===== config.mk =====
export PLATFORM = sky130hd
export DESIGN_NAME = spi_cfg_slave
export DESIGN_NICKNAME = d
export VERILOG_FILES = /design/src/rtl/spi_cfg_pkg.sv /design/src/rtl/spi_edge_sync.sv /design/src/rtl/spi_shift_engine.sv /design/src/rtl/spi_reg_bank.sv /design/src/rtl/spi_pa_table.sv /design/src/rtl/spi_cfg_slave.sv
export SDC_FILE = /design/constraint.sdc
export NUM_CORES = 1
export LEC_CHECK = 0
export BUFFER_PORTS_ARGS = -buffer_cell sky130_fd_sc_hd__buf_2
export CAP_MARGIN = 30
export CORE_ASPECT_RATIO = 1.2
export CORE_UTILIZATION = 60
export DETAILED_ROUTE_END_ITERATION = 10
export PLACE_DENSITY = 0.91
export SYNTH_ARGS = -nofsm -noshare
export SYNTH_HDL_FRONTEND = slang
export SYNTH_SLANG_ARGS = --single-unit
export TNS_END_PERCENT = 10

===== constraint.sdc =====
create_clock -name clk -period 8 [get_ports clk]
set_input_delay 1.2 -clock clk [delete_from_list [all_inputs] [get_ports clk]]
set_output_delay 1.2 -clock clk [all_outputs]
set_load 0.03 [all_outputs]

===== src/rtl/spi_cfg_pkg.sv =====
package spi_cfg_pkg;
  localparam int BYTE_W = 8;
  localparam int CNT_W  = 3;
  localparam int ADDR_W = 6;

  typedef enum logic {PH_HDR, PH_DATA} phase_e;

  typedef struct packed {
    logic              rd;
    logic              burst;
    logic [ADDR_W-1:0] addr;
  } hdr_t;
endpackage


===== src/rtl/spi_edge_sync.sv =====
module spi_edge_sync #(
  parameter int STAGES = 2
) (
  input  logic clk,
  input  logic rst_n,
  input  logic csn_a,
  input  logic sclk_a,
  input  logic si_a,
  output logic csn_s,
  output logic si_s,
  output logic sclk_rise,
  output logic sclk_fall,
  output logic cs_fall
);
  // bit 0 chip-select, bit 1 serial clock, bit 2 data
  localparam logic [2:0] IDLE = 3'b001;
  logic [2:0] pipe [STAGES];
  logic [2:0] last;

  for (genvar g = 0; g < STAGES; g++) begin : g_stage
    always_ff @(posedge clk or negedge rst_n) begin
      if (!rst_n)      pipe[g] <= IDLE;
      else if (g == 0) pipe[g] <= {si_a, sclk_a, csn_a};
      else             pipe[g] <= pipe[(g == 0) ? 0 : g-1];
    end
  end

  always_ff @(posedge clk or negedge rst_n) begin
    if (!rst_n) last <= IDLE;
    else        last <= pipe[STAGES-1];
  end

  assign csn_s     = pipe[STAGES-1][0];
  assign si_s      = pipe[STAGES-1][2];
  assign sclk_rise =  pipe[STAGES-1][1] & ~last[1];
  assign sclk_fall = ~pipe[STAGES-1][1] &  last[1];
  assign cs_fall   = ~pipe[STAGES-1][0] &  last[0];
endmodule


===== src/rtl/spi_shift_engine.sv =====
module spi_shift_engine
  import spi_cfg_pkg::*;
(
  input  logic              clk,
  input  logic              rst_n,
  input  logic              cs_active,
  input  logic              cs_fall,
  input  logic              sclk_rise,
  input  logic              sclk_fall,
  input  logic              si,
  input  logic [BYTE_W-1:0] first_byte,
  input  logic [BYTE_W-1:0] next_byte,
  output logic              byte_done,
  output logic [BYTE_W-1:0] rx_full,
  output logic              so_bit
);
  logic [CNT_W-1:0]  bit_cnt;
  logic [BYTE_W-1:0] rx_q, tx_q;
  logic              primed;

  assign rx_full   = {rx_q[BYTE_W-2:0], si};
  assign byte_done = cs_active & sclk_rise & (bit_cnt == CNT_W'(BYTE_W-1));
  assign so_bit    = tx_q[BYTE_W-1];

  always_ff @(posedge clk or negedge rst_n) begin
    if (!rst_n) begin
      bit_cnt <= '0;
      rx_q    <= '0;
      tx_q    <= '0;
      primed  <= 1'b0;
    end else if (!cs_active) begin
      bit_cnt <= '0;
      rx_q    <= '0;
      primed  <= 1'b0;
    end else begin
      if (cs_fall)
        tx_q <= first_byte;
      else if (sclk_fall)
        tx_q <= (primed && bit_cnt == '0) ? next_byte : {tx_q[BYTE_W-2:0], 1'b0};
      if (sclk_rise) begin
        rx_q    <= rx_full;
        bit_cnt <= bit_cnt + 1'b1;
        if (bit_cnt == CNT_W'(BYTE_W-1)) primed <= 1'b1;
      end
    end
  end

  assert_partial_drop_R11: assert property (@(posedge clk) disable iff (!rst_n)
    !cs_active |=> (bit_cnt == '0 && !primed));

  assert_status_first_R3: assert property (@(posedge clk) disable iff (!rst_n)
    (cs_fall && cs_active) |=> so_bit == $past(first_byte[BYTE_W-1]));
endmodule


===== src/rtl/spi_reg_bank.sv =====
module spi_reg_bank
  import spi_cfg_pkg::*;
#(
  parameter int NREG = 8
) (
  input  logic                   clk,
  input  logic                   rst_n,
  input  logic                   wr_en,
  input  logic [ADDR_W-1:0]      wr_addr,
  input  logic [BYTE_W-1:0]      wr_data,
  input  logic [ADDR_W-1:0]      rd_addr,
  output logic [BYTE_W-1:0]      rd_data,
  output logic [NREG*BYTE_W-1:0] flat
);
  logic [BYTE_W-1:0] regs [NREG];

  for (genvar g = 0; g < NREG; g++) begin : g_reg
    always_ff @(posedge clk or negedge rst_n) begin
      if (!rst_n)                                 regs[g] <= '0;
      else if (wr_en && wr_addr == ADDR_W'(g))    regs[g] <= wr_data;
    end
    assign flat[g*BYTE_W +: BYTE_W] = regs[g];
  end

  always_comb begin
    rd_data = '0;
    for (int i = 0; i < NREG; i++)
      if (rd_addr == ADDR_W'(i)) rd_data = regs[i];
  end

  assert_empty_addr_R5: assert property (@(posedge clk) disable iff (!rst_n)
    (wr_en && int'(wr_addr) >= NREG) |=> $stable(flat));
endmodule


===== src/rtl/spi_pa_table.sv =====
module spi_pa_table
  import spi_cfg_pkg::*;
#(
  parameter int DEPTH = 8
) (
  input  logic                    clk,
  input  logic                    rst_n,
  input  logic                    sleep,
  input  logic                    idx_clr,
  input  logic                    wr_en,
  input  logic                    rd_adv,
  input  logic [BYTE_W-1:0]       wr_data,
  output logic [BYTE_W-1:0]       rd_cur,
  output logic [BYTE_W-1:0]       rd_nxt,
  output logic [DEPTH*BYTE_W-1:0] flat
);
  localparam int IDX_W = (DEPTH > 1) ? $clog2(DEPTH) : 1;
  localparam logic [IDX_W-1:0] LAST = IDX_W'(DEPTH-1);

  logic [BYTE_W-1:0] ent [DEPTH];
  logic [IDX_W-1:0]  idx, idx_nx;
  logic              step;

  assign step   = wr_en | rd_adv;
  assign idx_nx = (idx == LAST) ? '0 : idx + 1'b1;

  always_ff @(posedge clk or negedge rst_n) begin
    if (!rst_n)       idx <= '0;
    else if (idx_clr) idx <= '0;
    else if (step)    idx <= idx_nx;
  end

  for (genvar g = 0; g < DEPTH; g++) begin : g_ent
    always_ff @(posedge clk or negedge rst_n) begin
      if (!rst_n)                              ent[g] <= '0;
      else if (sleep)                          ent[g] <= '0;
      else if (wr_en && idx == IDX_W'(g))      ent[g] <= wr_data;
    end
    assign flat[g*BYTE_W +: BYTE_W] = ent[g];
  end

  assign rd_cur = ent[idx];
  assign rd_nxt = ent[idx_nx];

  assert_sleep_wipe_R10: assert property (@(posedge clk) disable iff (!rst_n)
    sleep |=> flat == '0);

  assert_idx_wrap_R8: assert property (@(posedge clk) disable iff (!rst_n)
    (step && !idx_clr && idx == LAST) |=> idx == '0);

  assert_idx_home_R9: assert property (@(posedge clk) disable iff (!rst_n)
    idx_clr |=> idx == '0);
endmodule


===== src/rtl/spi_cfg_slave.sv =====
module spi_cfg_slave
  import spi_cfg_pkg::*;
#(
  parameter int              NREG        = 8,
  parameter int              TBL_DEPTH   = 8,
  parameter logic [5:0]      TBL_ADDR    = 6'h3E,
  parameter int              SYNC_STAGES = 2
) (
  input  logic                        clk,
  input  logic                        rst_n,
  input  logic                        spi_csn,
  input  logic                        spi_sclk,
  input  logic                        spi_mosi,
  output logic                        spi_miso,
  output logic                        spi_miso_oe,
  input  logic [7:0]                  status_in,
  input  logic                        sleep_in,
  output logic [NREG*8-1:0]           cfg_regs,
  output logic [TBL_DEPTH*8-1:0]      pa_table
);
  logic csn_s, si_s, sclk_rise, sclk_fall, cs_fall, cs_active;
  logic byte_done;
  logic [BYTE_W-1:0] rx_full, tx_next, reg_rd, tbl_cur, tbl_nxt;
  hdr_t hdr_in;
  phase_e phase;
  logic rd_q, burst_q, tbl_q;
  logic [ADDR_W-1:0] addr_q, reg_rd_addr;
  logic data_step, reg_wr_en, tbl_wr_en, tbl_adv;

  spi_edge_sync #(.STAGES(SYNC_STAGES)) u_sync (
    .clk(clk), .rst_n(rst_n), .csn_a(spi_csn), .sclk_a(spi_sclk), .si_a(spi_mosi),
    .csn_s(csn_s), .si_s(si_s), .sclk_rise(sclk_rise), .sclk_fall(sclk_fall),
    .cs_fall(cs_fall));

  assign cs_active = ~csn_s;

  spi_shift_engine u_shift (
    .clk(clk), .rst_n(rst_n), .cs_active(cs_active), .cs_fall(cs_fall),
    .sclk_rise(sclk_rise), .sclk_fall(sclk_fall), .si(si_s),
    .first_byte(status_in), .next_byte(tx_next),
    .byte_done(byte_done), .rx_full(rx_full), .so_bit(spi_miso));

  assign spi_miso_oe = cs_active;
  assign hdr_in      = hdr_t'(rx_full);
  assign reg_rd_addr = (phase == PH_HDR) ? hdr_in.addr : addr_q + 1'b1;
  assign data_step   = byte_done && phase == PH_DATA;
  assign reg_wr_en   = data_step && !rd_q && !tbl_q;
  assign tbl_wr_en   = data_step && !rd_q &&  tbl_q;
  assign tbl_adv     = data_step &&  rd_q &&  tbl_q;

  spi_reg_bank #(.NREG(NREG)) u_regs (
    .clk(clk), .rst_n(rst_n), .wr_en(reg_wr_en), .wr_addr(addr_q),
    .wr_data(rx_full), .rd_addr(reg_rd_addr), .rd_data(reg_rd), .flat(cfg_regs));

  spi_pa_table #(.DEPTH(TBL_DEPTH)) u_tbl (
    .clk(clk), .rst_n(rst_n), .sleep(sleep_in), .idx_clr(!cs_active),
    .wr_en(tbl_wr_en), .rd_adv(tbl_adv), .wr_data(rx_full),
    .rd_cur(tbl_cur), .rd_nxt(tbl_nxt), .flat(pa_table));

  always_ff @(posedge clk or negedge rst_n) begin
    if (!rst_n) begin
      phase   <= PH_HDR;
      rd_q    <= 1'b0;
      burst_q <= 1'b0;
      tbl_q   <= 1'b0;
      addr_q  <= '0;
      tx_next <= '0;
    end else if (!cs_active) begin
      phase <= PH_HDR;
    end else if (byte_done) begin
      if (phase == PH_HDR) begin
        phase   <= PH_DATA;
        rd_q    <= hdr_in.rd;
        burst_q <= hdr_in.burst;
        tbl_q   <= (hdr_in.addr == TBL_ADDR);
        addr_q  <= hdr_in.addr;
        if (!hdr_in.rd)                   tx_next <= status_in;
        else if (hdr_in.addr == TBL_ADDR) tx_next <= tbl_cur;
        else                              tx_next <= reg_rd;
      end else if (burst_q) begin
        if (!tbl_q) addr_q <= addr_q + 1'b1;
        if (!rd_q)       tx_next <= status_in;
        else if (tbl_q)  tx_next <= tbl_nxt;
        else             tx_next <= reg_rd;
      end else begin
        phase   <= PH_HDR;
        tx_next <= status_in;
      end
    end
  end

  assert_single_rearm_R7: assert property (@(posedge clk) disable iff (!rst_n)
    (data_step && !burst_q) |=> phase == PH_HDR);

  assert_idle_header_R11: assert property (@(posedge clk) disable iff (!rst_n)
    !cs_active |=> phase == PH_HDR);

  assert_burst_step_R6: assert property (@(posedge clk) disable iff (!rst_n)
    (data_step && burst_q && !tbl_q && cs_active) |=> addr_q == $past(addr_q) + 1'b1);
endmodule


Word-level counts from Yosys, hierarchy flattened
Index checks and enable logic that the tools add are counted.
Word-level totals
  word-level logic and storage cells: 176
  bits in registers: 176
Cells by class
  bitwise logic cells: 12
  magnitude comparators: 2
  equal/unequal tests: 25
  reduce and logical (&&, ||, !) cells: 47
  multiplexer cells: 57
  add/sub/neg operators: 3
Operator list (number)
  two-way mux 8 bit: 37
  binary-select mux 8 bit (select 3 bit): 2
  == test 6 x 3 -> 1 bit, second input constant: 8
  nonzero test 2 bit: 13
  == test 6 x 2 -> 1 bit, second input constant: 4
  two-way mux 6 bit: 4
  logical AND 1 bit: 23
  == test 3 bit, second input constant: 5
  two-way mux 3 bit: 5
  two-way mux 7 bit: 2
  == test 6 x 1 -> 1 bit, second input constant: 2
  logical NOT 6 bit: 2
  >= comparator 4 bit, second input constant: 2
  inverter 3 -> 4 bit: 2
  two-way mux 1 bit: 7
  adder 3 x 1 -> 3 bit, second input constant: 2
  adder 6 x 1 -> 6 bit, second input constant: 1
  == test 3 x 2 -> 1 bit, second input constant: 2
  == test 6 bit, second input constant: 1
  logical NOT 3 bit: 2
  AND reduction 2 bit: 3
  bitwise AND 1 bit: 5
  inverter 1 bit: 4
  AND reduction 4 bit: 1
  6 further kinds: 7

Longest topological paths before layout
  depth in word-level cells: 15
  depth in mapped cells: 10

Modules after synthesis
A second synthesis with hierarchy kept.
Unflattened totals
  cells, all modules: 830
  area, all modules: 9554.2 um^2
Modules (own cells, without submodules)
  spi_pa_table: instances 1, area an instance 3886.2 um^2, sequential area each 1676.6 um^2, cells each 362
  spi_reg_bank: instances 1, area an instance 3079.2 um^2, sequential area each 1601.5 um^2, cells each 214
  spi_cfg_slave: instances 1, area an instance 1332.5 um^2, sequential area each 450.4 um^2, cells each 155
  spi_shift_engine: instances 1, area an instance 1031.0 um^2, sequential area each 475.5 um^2, cells each 88
  spi_edge_sync: instances 1, area an instance 225.2 um^2, sequential area each 203.9 um^2, cells each 11

Least setup slack after synthesis
OpenSTA, ideal clock, no wires.
  path type: register to register
  start: register u_tbl.idx[2]
  end: register tx_next[0]
  path slack: 5459 ps
  arrival time: 2417 ps
  stages on the path, launching flop included: 11
  setup time: 124 ps
  data required time: 7876 ps
  path through: dfrtp_1 clkbuf_1 clkinv_1 ha_1 inv_1 clkbuf_1 mux4_2 a221oi_1 nand2_1 a31oi_1 a21oi_1
Between the ends
  word-level cells in the longest chain between the ends: 10
Ends and longest elaborated chain
  start: declaration: line spi_pa_table.sv:21  | logic [IDX_W-1:0] idx, idx_nx;
  start signal: assignment: line spi_pa_table.sv:30  | else if (step) idx <= idx_nx;
  adder 3 x 1 -> 3 bit or == test 3 bit (tied branches): line spi_pa_table.sv:25  | assign idx_nx = (idx == LAST) ? '0 : idx + 1'b1;
  two-way mux 3 bit: line spi_pa_table.sv:25
  inverter 3 -> 4 bit (implied by the code): line spi_pa_table.sv:43  | assign rd_nxt = ent[idx_nx];
  binary-select mux 8 bit (select 3 bit): line spi_pa_table.sv:43
  two-way mux 8 bit (implied by the code) (2 in a row): line spi_pa_table.sv:43
  two-way mux 8 bit: line spi_cfg_slave.sv:83  | else if (tbl_q) tx_next <= tbl_nxt;
  two-way mux 8 bit: line spi_cfg_slave.sv:82  | if (!rd_q) tx_next <= status_in;
  two-way mux 8 bit: line spi_cfg_slave.sv:80  | end else if (burst_q) begin
  two-way mux 8 bit (*): line spi_cfg_slave.sv:71  | if (phase == PH_HDR) begin
  end signal: assignment: line spi_cfg_slave.sv:82
  end signal: assignment: line spi_cfg_slave.sv:83
  end signal: assignment: line spi_cfg_slave.sv:84  | else tx_next <= reg_rd;
  end: declaration: line spi_cfg_slave.sv:23  | logic [BYTE_W-1:0] rx_full, tx_next, reg_rd, tbl_cur, tbl_nxt;
Every way passes the cells marked *; elsewhere a longest branch is shown, timed or not. The select of a mux whose other input is x is not followed.
A chain may end at the register's enable or synchronous reset.

Final worst setup path
  start: register u_tbl.idx[2]
  end: register tx_next[1]
Same word-level chain as after synthesis.

==> reports/metrics.yaml <==
synth:
  synth_area_leaders: "dfrtp_1 47%, nand2_1 7.9%, mux2_2 7.2%"
  netlist_instances: 920
  synth_ff_type: "dfrtp_1"
  netlist.area_leader.share_pct: 47.16
  ys_seq_elements: 176
  synth_edf_count: 0
  yosysTopAreaCell: "dfrtp_1"
  syn_area_per_cell_sq_um: 9.978
  async_flop_share_pct: 100.0
  syn-num-nets: 947
  yosysSeqAreaShare_pct: 48.02
  synth_cell_types: 58
  yosys_warnings: 0
  syn_area_sq_um: 9180
timing:
  final_hold_viol_count: 0
  rsz0062_at_grt: "false"
  tightest_slew_ps: 1047
  slew_viol_final: 0
  fmaxAchievable_mhz: 301.3
  setup_tns_ps: 0
  fin_crit_ps: 3318
  finalSetupViolations: 0
  relSlewSlack_pct: 30.18
  final.setup_skew_ps: 10.27
  min_period_over_period_pct: 41.48
critical_path:
  crit_end: "tx_next[1]$_DFFE_PN0P_"
  crit_slowest_cell: "ha_1"
  r2r-end: "tx_next[1]$_DFFE_PN0P_"
  worstRegToRegCells: 8
  cp-startpoint: "u_tbl.idx[2]$_DFFE_PN0P_"
  cp-start-kind: "flop"
  criticalPathCategory: "reg -> reg"
  cp-end-kind: "flop"
  cp_data_required_time_ps: 8320
  cp_max_fo: 18
  ff2ff_setup_slack_ps: 4680
  r2r_start: "u_tbl.idx[2]$_DFFE_PN0P_"
  critical_path.cell_chain: "clkinv_1, ha_1, inv_1, mux4_2, a221oi_1, a21oi_1, nand2_1, o21ai_0"
  cpPeakStageDelay_ps: 730
  worstPathArrival_ps: 3640
clock_tree:
  root_buffer: "clkbuf_16"
  cts_inserted_buffers: 17
  cts_tree: "yes"
  clkSinkCount: 176
  cts.clk_slew.worst_paths_ps: 70
  cts_buffer_depth: 2
  cts_max_level: 4
  clkLatencyLatePin_ps: 440
  ctsResizeCount: 0
  postCtsHoldBufs: 0
  cts_setup_buffers: 0
layout:
  fin_area_sq_um: 10600
  areaGrowthSynthToFinish_pct: 15.48
  drive_gt1_share_pct: 27.13
  nets: 1057
  n_antenna_cell: 0
  fill_cells: 1069
  seq_area_sq_um: 4409
  multi_input_area_sq_um: 4447
detailed_routing:
  ant_nets: 0
  avgViaCountPerCell: 6.654
  drt_pass1_iterations: 6
  drc: 0
  wire_per_inst_um: 22.66
  drt_iter0_drc: 1261
  drt_wl_total_um: 28250
  via_count: 8297
placed_design:
  dp_hpwl_um: 19200
  port_buffers: 143
  place_area_sq_um: 9986
  gp_congestion: 0.9815
pwr:
  total_leakage_power_nw: 4.990
  powerDensity_nw_per_um2: 174.2
  max-vdd-ir-drop_v: 0.0001502
global_routing:
  grt_remaining_overflow: 0
  antenna_found_initial: 0
  track_usage_pct: 37.49
  grt_pass1_vias: 7912
  grt_start_max_net_pins: 65
  grt_pass1_wl_um: 44000
min_path:
  min_path_type: "reg -> reg"
  worstHoldPathCells: 0
flow_run:
  cap_viol_max_count: 0
floorplanning:
  die_w_um: 114.9
  rows: 49
  initial_core_util_pct: 61.37
  io-pin-count: 144
  core-area_sq_um: 14960
  dieArea_sq_um: 15800
  die_y_um: 137.5
outcome:
  status: "finished clean"
state kept, by name, summed over array words and instances, names as in the netlist:
name             cells
u_regs.flat         64
u_tbl.flat          64
tx_next              8
u_shift.tx_q         8
u_shift.rx_q         7
addr_q               6
u_sync.pipe          4
u_shift.bit_cnt      3
u_tbl.idx            3
u_sync.last          2
burst_q              1
phase                1
rd_q                 1
tbl_q                1
u_shift.primed       1
u_sync.csn_s         1
u_sync.si_s          1
layout by cell type (no fill, tap or decap), drive strengths merged, types with 4 or more instances in the layout:
cell type,n
a2111oi,4
a211oi,5
a21oi,95
a221oi,8
a22oi,23
a31oi,16
and3,10
buf,151
clkbuf,17
dfrtp,173
ha,13
inv,24
mux2,61
mux2i,34
mux4,17
nand2,201
nand2b,7
nand3,33
nand4bb,5
nor2,32
nor2b,7
nor3,8
o211ai,9
o21ai,27
o22a,6
o22ai,8
or2,4
per-layer routing:
metal	part of all wire [%]	routed length, um	vias to the layer above	global-route usage [%]
met3	11	3014	132	7.963
met2	47	13210	630	55.89
met1	37	10360	4008	49.82
met4	5.9	1668	0	24.39
met5	0	0	-	0
li1	-	-	3527	-
cells in the mapped netlist (4+ instances only):
cell type and count:
clkbuf_1 35, o21ai_0 26, nand3_1 33, a22oi_1 23
a21oi_1 95, nor2_1 31, dfrtp_1 173, a211oi_1 5
o211ai_1 9, inv_1 15, a31oi_1 16, buf_2 17
o22a_1 6, or2_2 4, o22ai_1 8, nand4bb_1 5
buf_1 4, and3_1 10, nand2b_1 7, ha_1 13
mux2_2 59, a2111oi_0 4, nor3_1 8, nand2_2 9
nand2_1 192, nor2b_1 7, mux4_2 17, mux2i_1 34
a221oi_1 8
stage by stage:
stage / worst slack (ps) / total power, W / hold WS (ps) / util, % / instances
floorplan: 5459 / 0.0009547 / 331.2 / - / 920
global placement: 4924 / 0.0009888 / 336.0 / 66.44 / 1213
detailed placement: 4770 / 0.0009930 / 335.8 / 66.75 / 1215
CTS: 4773 / 0.001848 / 350.8 / 70.87 / 1247
global route: 4468 / 0.001890 / 359.8 / 70.87 / 1247
finish: 4682 / 0.001847 / 347.2 / 70.87 / 1247
cells by family after synthesis:
group	synth area share, %
fa+ha+maj	1.772
simple gates	16.49
compound gates	14.62
flops	48.02
buf+inv	3.544
xor+xnor	0.1908
mux	15.36
worst min-delay path by stage:
stage / slack (ps) / to / startpoint
finish: 350 / u_sync.si_s$_DFF_PN0_ / u_sync.pipe[5]$_DFF_PN0_
global placement: 340 / u_sync.si_s$_DFF_PN0_ / u_sync.pipe[5]$_DFF_PN0_
global route: 360 / u_sync.pipe[1]$_DFF_PN0_ / u_sync.pipe[4]$_DFF_PN0_
floorplan: 330 / u_sync.pipe[1]$_DFF_PN0_ / u_sync.pipe[4]$_DFF_PN0_
CTS: 350 / u_sync.si_s$_DFF_PN0_ / u_sync.pipe[5]$_DFF_PN0_
detailed placement: 340 / u_sync.si_s$_DFF_PN0_ / u_sync.pipe[5]$_DFF_PN0_
power by group:
group | internal, W | leakage [nW] | switching (W)
clock network | 0.000477 | 0.299 | 0.000393
registers | 0.000899 | 2.40 | 0.0000124
logic | 0.0000178 | 2.29 | 0.0000477
total | 0.00139 | 4.99 | 0.000453
final cells by class:
class | instances | area share, %
timing repair buffer | 151 | 7.683
clock inverter | 15 | 1.794
clock buffer | 17 | 4.013
inverter | 16 | 0.5665
tap | 204 | 2.408
sequential | 176 | 41.59
multi-input combinational | 668 | 41.95
worst max-delay path: cells and delay by family, from the launching register on:
kind,cells,cell delay [ps]
buffers and inverters,2,780
adders and majority gates,1,730
DFF,1,710
AOI/OAI and AO/OA,3,490
muxes,1,400
and+or+nand+nor,1,70
Note: power is estimated with default switching activity, not from simulation.
